File: src/rtl/dram_ref_pkg.sv
package dram_ref_pkg;

  typedef enum logic [2:0] {
    ENG_IDLE,
    ENG_SETUP,
    ENG_ACTIVE,
    ENG_PRE,
    ENG_SR_SETUP,
    ENG_SR_ENTRY,
    ENG_SR_STAY,
    ENG_SR_PRE
  } eng_state_e;

  typedef enum logic [1:0] {
    SEQ_PWRUP,
    SEQ_INIT,
    SEQ_RUN
  } seq_state_e;

  function automatic int unsigned max_of4(input int unsigned a, input int unsigned b,
                                          input int unsigned c, input int unsigned d);
    int unsigned m;
    m = a;
    if (b > m) m = b;
    if (c > m) m = c;
    if (d > m) m = d;
    return m;
  endfunction

  // Length in cycles of each timed engine state
  function automatic int unsigned eng_limit(input eng_state_e s,
                                            input int unsigned csr, input int unsigned rlo,
                                            input int unsigned rp, input int unsigned srh,
                                            input int unsigned srp);
    case (s)
      ENG_SETUP, ENG_SR_SETUP: return csr;
      ENG_ACTIVE:              return rlo;
      ENG_PRE:                 return rp;
      ENG_SR_ENTRY:            return srh;
      ENG_SR_PRE:              return srp;
      default:                 return 1;
    endcase
  endfunction

  // Credit count update: a take is applied first, then a saturating add
  function automatic int unsigned pend_next(input int unsigned cur, input logic add,
                                            input logic take, input int unsigned lim);
    int unsigned v;
    v = cur;
    if (take && v > 0) v = v - 1;
    if (add && v < lim) v = v + 1;
    return v;
  endfunction

endpackage

File: src/rtl/dram_ref_tick.sv
module dram_ref_tick #(
  parameter int unsigned INTERVAL = 1560
) (
  input  logic clk,
  input  logic rst_n,
  input  logic en_i,
  output logic tick_o
);
  localparam int unsigned CW = (INTERVAL < 2) ? 1 : $clog2(INTERVAL);

  logic [CW-1:0] cnt_q;

  assign tick_o = en_i && (cnt_q == CW'(INTERVAL - 1));

  always_ff @(posedge clk or negedge rst_n) begin
    if (!rst_n)           cnt_q <= '0;
    else if (!en_i)       cnt_q <= '0;
    else if (tick_o)      cnt_q <= '0;
    else                  cnt_q <= cnt_q + 1'b1;
  end
endmodule

File: src/rtl/dram_ref_pend.sv
module dram_ref_pend
  import dram_ref_pkg::*;
#(
  parameter int unsigned PEND_MAX = 4,
  localparam int unsigned PW = $clog2(PEND_MAX + 1)
) (
  input  logic          clk,
  input  logic          rst_n,
  input  logic          add_i,
  input  logic          take_i,
  input  logic          clr_i,
  output logic [PW-1:0] cnt_o,
  output logic          nz_o
);
  logic [PW-1:0] cnt_q;

  always_ff @(posedge clk or negedge rst_n) begin
    if (!rst_n)      cnt_q <= '0;
    else if (clr_i)  cnt_q <= '0;
    else             cnt_q <= PW'(pend_next(32'(cnt_q), add_i, take_i, PEND_MAX));
  end

  assign cnt_o = cnt_q;
  assign nz_o  = (cnt_q != '0);
endmodule

File: src/rtl/dram_cbr_engine.sv
module dram_cbr_engine
  import dram_ref_pkg::*;
#(
  parameter int unsigned CSR_CYC     = 1,
  parameter int unsigned CHR_CYC     = 2,
  parameter int unsigned RAS_LOW_CYC = 9,
  parameter int unsigned RP_CYC      = 5,
  parameter int unsigned SR_HOLD_CYC = 10000,
  parameter int unsigned SR_PRE_CYC  = 10
) (
  input  logic clk,
  input  logic rst_n,
  input  logic start_ref_i,
  input  logic start_sr_i,
  input  logic sr_exit_i,
  output logic ras_n_o,
  output logic cas_n_o,
  output logic idle_o,
  output logic sr_mode_o
);
  localparam int unsigned MAXC = max_of4(max_of4(CSR_CYC, RAS_LOW_CYC, RP_CYC, 1),
                                         SR_HOLD_CYC, SR_PRE_CYC, 1);
  localparam int unsigned CW   = $clog2(MAXC + 1);

  if (CHR_CYC >= RAS_LOW_CYC || CSR_CYC == 0 || RP_CYC == 0 || SR_PRE_CYC == 0) begin : g_bad_timing
    $error("CBR engine timing parameters out of range");
  end

  eng_state_e    st_q, st_d;
  logic [CW-1:0] cnt_q, cnt_d;
  logic          last;

  assign last = (cnt_q == CW'(eng_limit(st_q, CSR_CYC, RAS_LOW_CYC, RP_CYC,
                                        SR_HOLD_CYC, SR_PRE_CYC) - 1));

  always_comb begin
    st_d  = st_q;
    cnt_d = last ? '0 : cnt_q + 1'b1;
    unique case (st_q)
      ENG_IDLE: begin
        cnt_d = '0;
        if (start_sr_i)       st_d = ENG_SR_SETUP;
        else if (start_ref_i) st_d = ENG_SETUP;
      end
      ENG_SETUP:    if (last) st_d = ENG_ACTIVE;
      ENG_ACTIVE:   if (last) st_d = ENG_PRE;
      ENG_PRE:      if (last) st_d = ENG_IDLE;
      ENG_SR_SETUP: if (last) st_d = ENG_SR_ENTRY;
      ENG_SR_ENTRY: if (last) st_d = ENG_SR_STAY;
      ENG_SR_STAY: begin
        cnt_d = '0;
        if (sr_exit_i) st_d = ENG_SR_PRE;
      end
      ENG_SR_PRE:   if (last) st_d = ENG_IDLE;
    endcase
  end

  always_ff @(posedge clk or negedge rst_n) begin
    if (!rst_n) begin
      st_q  <= ENG_IDLE;
      cnt_q <= '0;
    end else begin
      st_q  <= st_d;
      cnt_q <= cnt_d;
    end
  end

  logic ras_low, cas_low;
  assign ras_low = (st_q == ENG_ACTIVE) || (st_q == ENG_SR_ENTRY) || (st_q == ENG_SR_STAY);
  assign cas_low = (st_q == ENG_SETUP) || (st_q == ENG_SR_SETUP) ||
                   (st_q == ENG_SR_ENTRY) || (st_q == ENG_SR_STAY) ||
                   ((st_q == ENG_ACTIVE) && (cnt_q < CW'(CHR_CYC)));

  assign ras_n_o   = !ras_low;
  assign cas_n_o   = !cas_low;
  assign idle_o    = (st_q == ENG_IDLE);
  assign sr_mode_o = (st_q == ENG_SR_SETUP) || (st_q == ENG_SR_ENTRY) ||
                     (st_q == ENG_SR_STAY) || (st_q == ENG_SR_PRE);
endmodule

File: src/rtl/dram_refresh_seq.sv
module dram_refresh_seq
  import dram_ref_pkg::*;
#(
  parameter int unsigned PWRUP_CYC    = 20000,
  parameter int unsigned INIT_CYCLES  = 8,
  parameter int unsigned REF_INTERVAL = 1560,
  parameter int unsigned PEND_MAX     = 4,
  parameter int unsigned CSR_CYC      = 1,
  parameter int unsigned CHR_CYC      = 2,
  parameter int unsigned RAS_LOW_CYC  = 9,
  parameter int unsigned RP_CYC       = 5,
  parameter int unsigned SR_HOLD_CYC  = 10000,
  parameter int unsigned SR_PRE_CYC   = 10
) (
  input  logic clk,
  input  logic rst_n,
  input  logic gnt_i,
  input  logic sr_enter_i,
  input  logic sr_exit_i,
  output logic ras_n_o,
  output logic cas_n_o,
  output logic ref_req_o,
  output logic busy_o,
  output logic init_done_o
);
  localparam int unsigned PWC = $clog2(PWRUP_CYC + 1);
  localparam int unsigned IW  = $clog2(INIT_CYCLES + 1);
  localparam int unsigned PW  = $clog2(PEND_MAX + 1);

  seq_state_e     seq_q;
  logic [PWC-1:0] pw_cnt_q;
  logic [IW-1:0]  init_cnt_q;

  // Named internal events
  logic          run, eng_idle, sr_mode, tick, pend_nz;
  logic          start_init, start_ref, start_sr;
  logic [PW-1:0] pend_cnt;

  assign run        = (seq_q == SEQ_RUN);
  assign start_init = (seq_q == SEQ_INIT) && eng_idle && (init_cnt_q != IW'(INIT_CYCLES));
  assign start_sr   = run && eng_idle && sr_enter_i;
  assign start_ref  = run && eng_idle && pend_nz && gnt_i && !sr_enter_i;

  always_ff @(posedge clk or negedge rst_n) begin
    if (!rst_n) begin
      seq_q      <= SEQ_PWRUP;
      pw_cnt_q   <= '0;
      init_cnt_q <= '0;
    end else begin
      unique case (seq_q)
        SEQ_PWRUP: begin
          if (pw_cnt_q == PWC'(PWRUP_CYC - 1)) seq_q <= SEQ_INIT;
          else                                 pw_cnt_q <= pw_cnt_q + 1'b1;
        end
        SEQ_INIT: begin
          if (start_init) init_cnt_q <= init_cnt_q + 1'b1;
          else if (eng_idle && init_cnt_q == IW'(INIT_CYCLES)) seq_q <= SEQ_RUN;
        end
        SEQ_RUN: seq_q <= SEQ_RUN;
        default: seq_q <= SEQ_PWRUP;
      endcase
    end
  end

  dram_ref_tick #(.INTERVAL(REF_INTERVAL)) tick_i (
    .clk   (clk),
    .rst_n (rst_n),
    .en_i  (run && !sr_mode),
    .tick_o(tick)
  );

  dram_ref_pend #(.PEND_MAX(PEND_MAX)) pend_i (
    .clk   (clk),
    .rst_n (rst_n),
    .add_i (tick),
    .take_i(start_ref),
    .clr_i (start_sr),
    .cnt_o (pend_cnt),
    .nz_o  (pend_nz)
  );

  dram_cbr_engine #(
    .CSR_CYC    (CSR_CYC),
    .CHR_CYC    (CHR_CYC),
    .RAS_LOW_CYC(RAS_LOW_CYC),
    .RP_CYC     (RP_CYC),
    .SR_HOLD_CYC(SR_HOLD_CYC),
    .SR_PRE_CYC (SR_PRE_CYC)
  ) eng_i (
    .clk        (clk),
    .rst_n      (rst_n),
    .start_ref_i(start_ref || start_init),
    .start_sr_i (start_sr),
    .sr_exit_i  (sr_exit_i),
    .ras_n_o    (ras_n_o),
    .cas_n_o    (cas_n_o),
    .idle_o     (eng_idle),
    .sr_mode_o  (sr_mode)
  );

  assign init_done_o = run;
  assign ref_req_o   = run && pend_nz;
  assign busy_o      = !run || !eng_idle;
endmodule

File: config.mk
export PLATFORM = sky130hd
export DESIGN_NAME = dram_refresh_seq
export DESIGN_NICKNAME = d
export VERILOG_FILES = /design/src/rtl/dram_ref_pkg.sv /design/src/rtl/dram_ref_tick.sv /design/src/rtl/dram_ref_pend.sv /design/src/rtl/dram_cbr_engine.sv /design/src/rtl/dram_refresh_seq.sv
export SDC_FILE = /design/constraint.sdc
export NUM_CORES = 1
export LEC_CHECK = 0
export ABC_AREA = 1
export CAP_MARGIN = 20
export CORE_MARGIN = 2
export CORE_UTILIZATION = 66
export CTS_BUF_LIST = sky130_fd_sc_hd__clkbuf_16
export DETAILED_ROUTE_END_ITERATION = 8
export PLACE_DENSITY_LB_ADDON = 0.3
export SYNTH_ARGS = -nofsm -noshare
export SYNTH_HDL_FRONTEND = slang
export SYNTH_SLANG_ARGS = --single-unit
File: constraint.sdc
create_clock -name clk -period 3.7 [get_ports clk]
set_input_delay 0.74 -clock clk [delete_from_list [all_inputs] [get_ports clk]]
set_output_delay 0.74 -clock clk [all_outputs]
set_load 0.05 [all_outputs]
# After elaboration in Yosys (flattened, before gate mapping)
# Index checks and enable logic that the tools add are counted.
# W data, S select, Z words.
[word_totals] memories=0 register_bits=52 mem_bits_ro=0 ram_bits=0 latchBits=0 out_inout_bits=5
[op_classes] multipliers=0 reduce_logical=40 addsub=7 n_mux=22 div=0 shifts=0 n_lt_le_gt_ge=3 eq_ne=24 bitwise=1
[ops] cell="$mux W32" count=2
[ops] cell="$pmux W14 S4" count=1
[ops] cell="$lt A32 B3 Y1 const B" count=1
[ops] cell="$mux W3" count=10
[ops] cell="$mux W14" count=2
[ops] cell="$mux W11" count=2
[ops] cell="$pmux W3 S7" count=1
[ops] cell="$add A15 B1 Y15 const B" count=1
[ops] cell="$eq A15 B15 Y1 const B" count=1
[ops] cell="$add A14 B1 Y14 const B" count=1
[ops] cell="$eq A14 B14 Y1" count=1
[ops] cell="$logic_and A1 B1 Y1" count=14
[ops] cell="$lt A14 B2 Y1 const B" count=1
[ops] cell="$sub A14 B1 Y14 const B" count=1
[ops] cell="$eq A3 B3 Y1 const B" count=4
[ops] cell="$ne A2 B1 Y1 const B" count=6
[ops] cell="$add A11 B1 Y11 const B" count=1
[ops] cell="$eq A11 B11 Y1 const B" count=1
[ops] cell="$logic_or A1 B1 Y1" count=11
[ops] cell="$reduce_and A7 Y1" count=1
[ops] cell="$eq A3 B2 Y1 const B" count=2
[ops] cell="$logic_not A1 Y1" count=6
[ops] cell="$mux W2" count=3
[ops] cell="$ne A2 B2 Y1 const B" count=3
[ops] cell="18 further kinds" count=20

# Longest topological paths before layout
[logic_depth] depth_word=12 depth_mapped=14

# By module
# Synthesis repeated with hierarchy kept, for this count alone.
[unflattened] hier_cells=500 area_unflattened_um2=3679.8
[by_module_without_submodules] module="dram_cbr_engine" cells_each=198 n_inst=1 area_each_um2=1447.6
[by_module_without_submodules] module="dram_refresh_seq" cells_each=186 n_inst=1 area_each_um2=1330.0
[by_module_without_submodules] module="dram_ref_tick" cells_each=72 n_inst=1 area_each_um2=609.3
[by_module_without_submodules] module="dram_ref_pend" cells_each=44 n_inst=1 area_each_um2=292.8

# Worst setup path before layout
# Ideal clock, no wire load.
[synth_path] kind="reg-to-output" from="reg seq_q[0]" to="out ref_req_o" t_arrival_ns=1.757 path_stages_with_launch=5 n_path_buf=0 setup_slack_ns=1.203 cell_sequence="dfrtp_1 -> inv_1 -> ha_1 -> inv_2 -> nor2_1"
[synth_via] elab_chain_len=2
[synth_lines] element="start: declaration" line_no="dram_refresh_seq.sv:30" text="seq_state_e seq_q;"
[synth_lines] element="start signal: assignment" line_no="dram_refresh_seq.sv:46" text="seq_q <= SEQ_PWRUP;"
[synth_lines] element="start signal: assignment" line_no="dram_refresh_seq.sv:52" text="if (pw_cnt_q == PWC'(PWRUP_CYC - 1)) seq_q <= SEQ_INIT;"
[synth_lines] element="start signal: assignment" line_no="dram_refresh_seq.sv:57" text="else if (eng_idle && init_cnt_q == IW'(INIT_CYCLES)) seq_q <= SEQ_RUN;"
[synth_lines] element="$eq A2 B2 Y1" line_no="dram_refresh_seq.sv:39" text="assign run = (seq_q == SEQ_RUN);"
[synth_lines] element="named net init_done_o" line_no="dram_refresh_seq.sv:24" text="output logic init_done_o"
[synth_lines] element="$logic_and A1 B1 Y1" line_no="dram_refresh_seq.sv:102" text="assign ref_req_o = run && pend_nz;"
[synth_lines] element="end: declaration" line_no="dram_refresh_seq.sv:22" text="output logic ref_req_o,"
# The timed path passes the listed nets, and every way through them passes these cells.

# Worst setup path in the final report
[layout_path] from="reg seq_q[0]" to="out busy_o"
[layout_via] elab_chain_len=3
[layout_lines] element="$eq A2 B2 Y1" line_no="dram_refresh_seq.sv:39"
[layout_lines] element="$logic_not A1 Y1" line_no="dram_refresh_seq.sv:103" text="assign busy_o = !run || !eng_idle;"
[layout_lines] element="$logic_or A1 B1 Y1" line_no="dram_refresh_seq.sv:103"
[layout_lines] element="end: declaration" line_no="dram_refresh_seq.sv:23" text="output logic busy_o,"
# No other way between the ends.

==> reports/metrics.cfg <==
[synth]
yosys-top-cells-area = dfrtp_1, nand2_1, nor2_1
seq_area_frac_synth_pct = 39.7
syn_inst = 430
yosys-top-cells-count = nand2_1, nor2_1, dfrtp_1
synth_edf_count = 0
yosysMostFrequentCell = nand2_1
syn_area_per_cell_um2 = 7.61
synth_top_area_cell = dfrtp_1
ys.flop_type = dfrtp_1
syn_area_mm2 = 0.00327
ys_warn_count = 0
ys_types = 34
ys_ff_latch = 52
synth_nets = 447
async_reset_ff_share_pct = 100
yosysTopAreaCellShare_pct = 39.7

[power]
combinationalPowerShare_pct = 1.5
switching_share_pct = 19.6
p_sw_uw = 217
max-vdd-ir-drop_mv = 0.259
seq_power_share_pct = 51.3
power_density_mw_per_mm2 = 313
p_int_uw = 890
power_frac_clock_pct = 47.2
p_leak_uw = 0.00163

[timing]
setup_viol = 0
fmax_ghz = 0.347
hold_viol = 0
tns_ns = 0
finalCritPeriodShare_pct = 78.0
period_minus_slack_ns = 2.88
max_slew_margin_pct = 41.6
maxSlewViolCount = 0
grt_setup_unrepaired = no
fin_ws_ns = 0.815
finClkSkew_ns = 0.00885
worstMarginPinSlew_ns = 0.876

[worst_setup_path]
cp.arrival_ns = 2.14
slowest_delay_ns = 0.71
path_class = reg -> out
required_ns = 2.96
crit_fanout = 3
critPathLaunchType = register
end_kind = output port
crit_chain = inv_1, ha_1, inv_2, nor2_2, nand2_2, clkdlybuf4s50_1
slowest_stage = clkdlybuf4s50_1

[clock_tree]
numCtsBuffers = 5
ctsHoldBuffers = 0
clockRootBuffer = clkbuf_16
cts_tree = yes
cts.repair.resized = 0
postCtsSetupRepairBufs = 0
insertion_delay_ns = 0.29
clkSinkCount = 52
clk_pin_slew_ns = 0.07
clock_path_buffers = 2
h-tree-depth = 2

[route]
dr.pass1.iters = 4
vias = 2699
drt-wirelength-per-cell_um = 12.4
vias_per_cell = 5.34
ant_nets = 0
routed_wl_mm = 6.24
drcViolationCount = 0
drt-initial-drc-count = 110

[floorplanning]
pin_count = 10
die_area_mm2 = 0.00554
fp.dieW_um = 74.4
initial_core_util_pct = 68.9
core_mm2 = 0.00475
die_h_um = 74.4
rows = 25

[global_route]
use_met2_pct = 42.4
grt_pass1_wl_mm = 10.8
antenna_found_initial = 0
track_usage_pct = 25.0
grt_max_degree = 41
gr-usage-met3_pct = 5.28
use_met1_pct = 31.7
overflow = 0
grt_pass1_vias = 2566
grt.busiest_layer = met2

[cells_and_area]
finalInstanceArea_mm2 = 0.00354
area_growth_pct = 8.18
layout.nets = 454
n_antenna_cell = 0
final_layout_size_suffix_gt1_share_pct = 9.36
instances_no_fill = 505

[placed_design]
placedCellCount = 497
dp_slack_ns = 1.16
gp_congestion = 0.868
place_area_mm2 = 0.00337
post-dp-hpwl_mm = 4.49
port_buffers = 9

[min_path]
hp-class = reg -> reg

[status]
status = completed

[job]
maxCapViolations = 0

final timing paths:
| check | from | endpoint | slack (ns) | cells after the start |
|---|---|---|---|---|
| hold / removal | init_cnt_q[3] | init_cnt_q[3] | 0.49 | 1 |
| setup / recovery | seq_q[0] | busy_o | 0.82 | 6 |
| min in group asynchronous | rst_n | pw_cnt_q[14] | 0.56 | 1 |
| max in group asynchronous | rst_n | tick_i.cnt_q[9] | 2.42 | 2 |
| setup reg to reg | eng_i.st_q[0] | eng_i.st_q[0] | 1.57 | 12 |
| hold reg to reg | init_cnt_q[3] | init_cnt_q[3] | 0.49 | 1 |
layout by cell type, fill, tap and decap left out, types with 2 or more instances in the layout:
cell type	count
clkbuf_16	5
nor2_1	63
nor4_1	3
inv_1	50
nand3b_1	4
nor3_1	15
nand2_2	6
xnor2_1	6
dfrtp_1	52
ha_1	12
nand3_1	29
nor2_4	3
nor3_2	3
o21bai_1	2
nor2_2	4
a21oi_1	10
o211ai_1	2
nand2_1	95
inv_2	9
o21ai_1	6
o21ai_0	4
a31oi_1	2
clkdlybuf4s50_1	8
nand2_4	2
xor2_1	21
nand4_1	11
sequential cells by signal (all words and copies together), names as in the netlist:
signal,flops
eng_i.cnt_q,14
eng_i.st_q,3
init_cnt_q,4
pend_i.cnt_o,3
pw_cnt_q,15
seq_q,2
tick_i.cnt_q,11
final cells by class:
cell class | instances | area (µm²)
multi-input cells | 307 | 1660
fillers | 363 | 1210
clock inverters | 3 | 42.5
well taps | 67 | 83.8
clock buffers | 5 | 125
repair buffers | 10 | 92.6
inverters | 61 | 234
flip-flops and latches | 52 | 1300
critical path, delay by kind of cell (launching register included):
kind                       cells  cell delay [ns]
adders and majority gates      1             0.28
DFF                            1             0.39
buffers and inverters          3             0.90
and+or+nand+nor                2             0.28
per-layer routing:
layer,up-vias,routed length [µm]
li1,1375,-
met4,0,66
met3,8,257
met1,1256,2830
met5,-,0
met2,60,3090
through the flow:
step | hold slack (ns) | util (%) | power [µW]
finish | 0.488 | 74.5 | 1110
global route | 0.535 | 74.5 | 1140
CTS | 0.488 | 74.5 | 1120
detailed placement | 0.477 | 71.0 | 596
global placement | 0.464 | 71.0 | 596
floorplan | 0.442 | - | 580
kinds of logic (layout without fill, tap and decap cells):
logic type	after synthesis	in the layout	share of synthesized area [%]
and+or+nand+nor	240	240	33.7
buffers and inverters	71	79	9.48
DFF	52	52	39.7
AOI/OAI and AO/OA	28	28	5.31
xor gates and xnor gates	27	27	7.22
adders and majority gates	12	12	4.59
power by group through the flow:
stage	sequential, µW	clock [µW]	combinational (µW)
2_1_floorplan	579	0	0.866
3_3_place_gp	579	0	16.9
3_5_place_dp	579	0	17.0
4_1_cts	568	533	17.1
5_1_grt	568	557	19.2
6_report	568	523	16.1
Note: power is estimated with default switching activity, not from simulation.
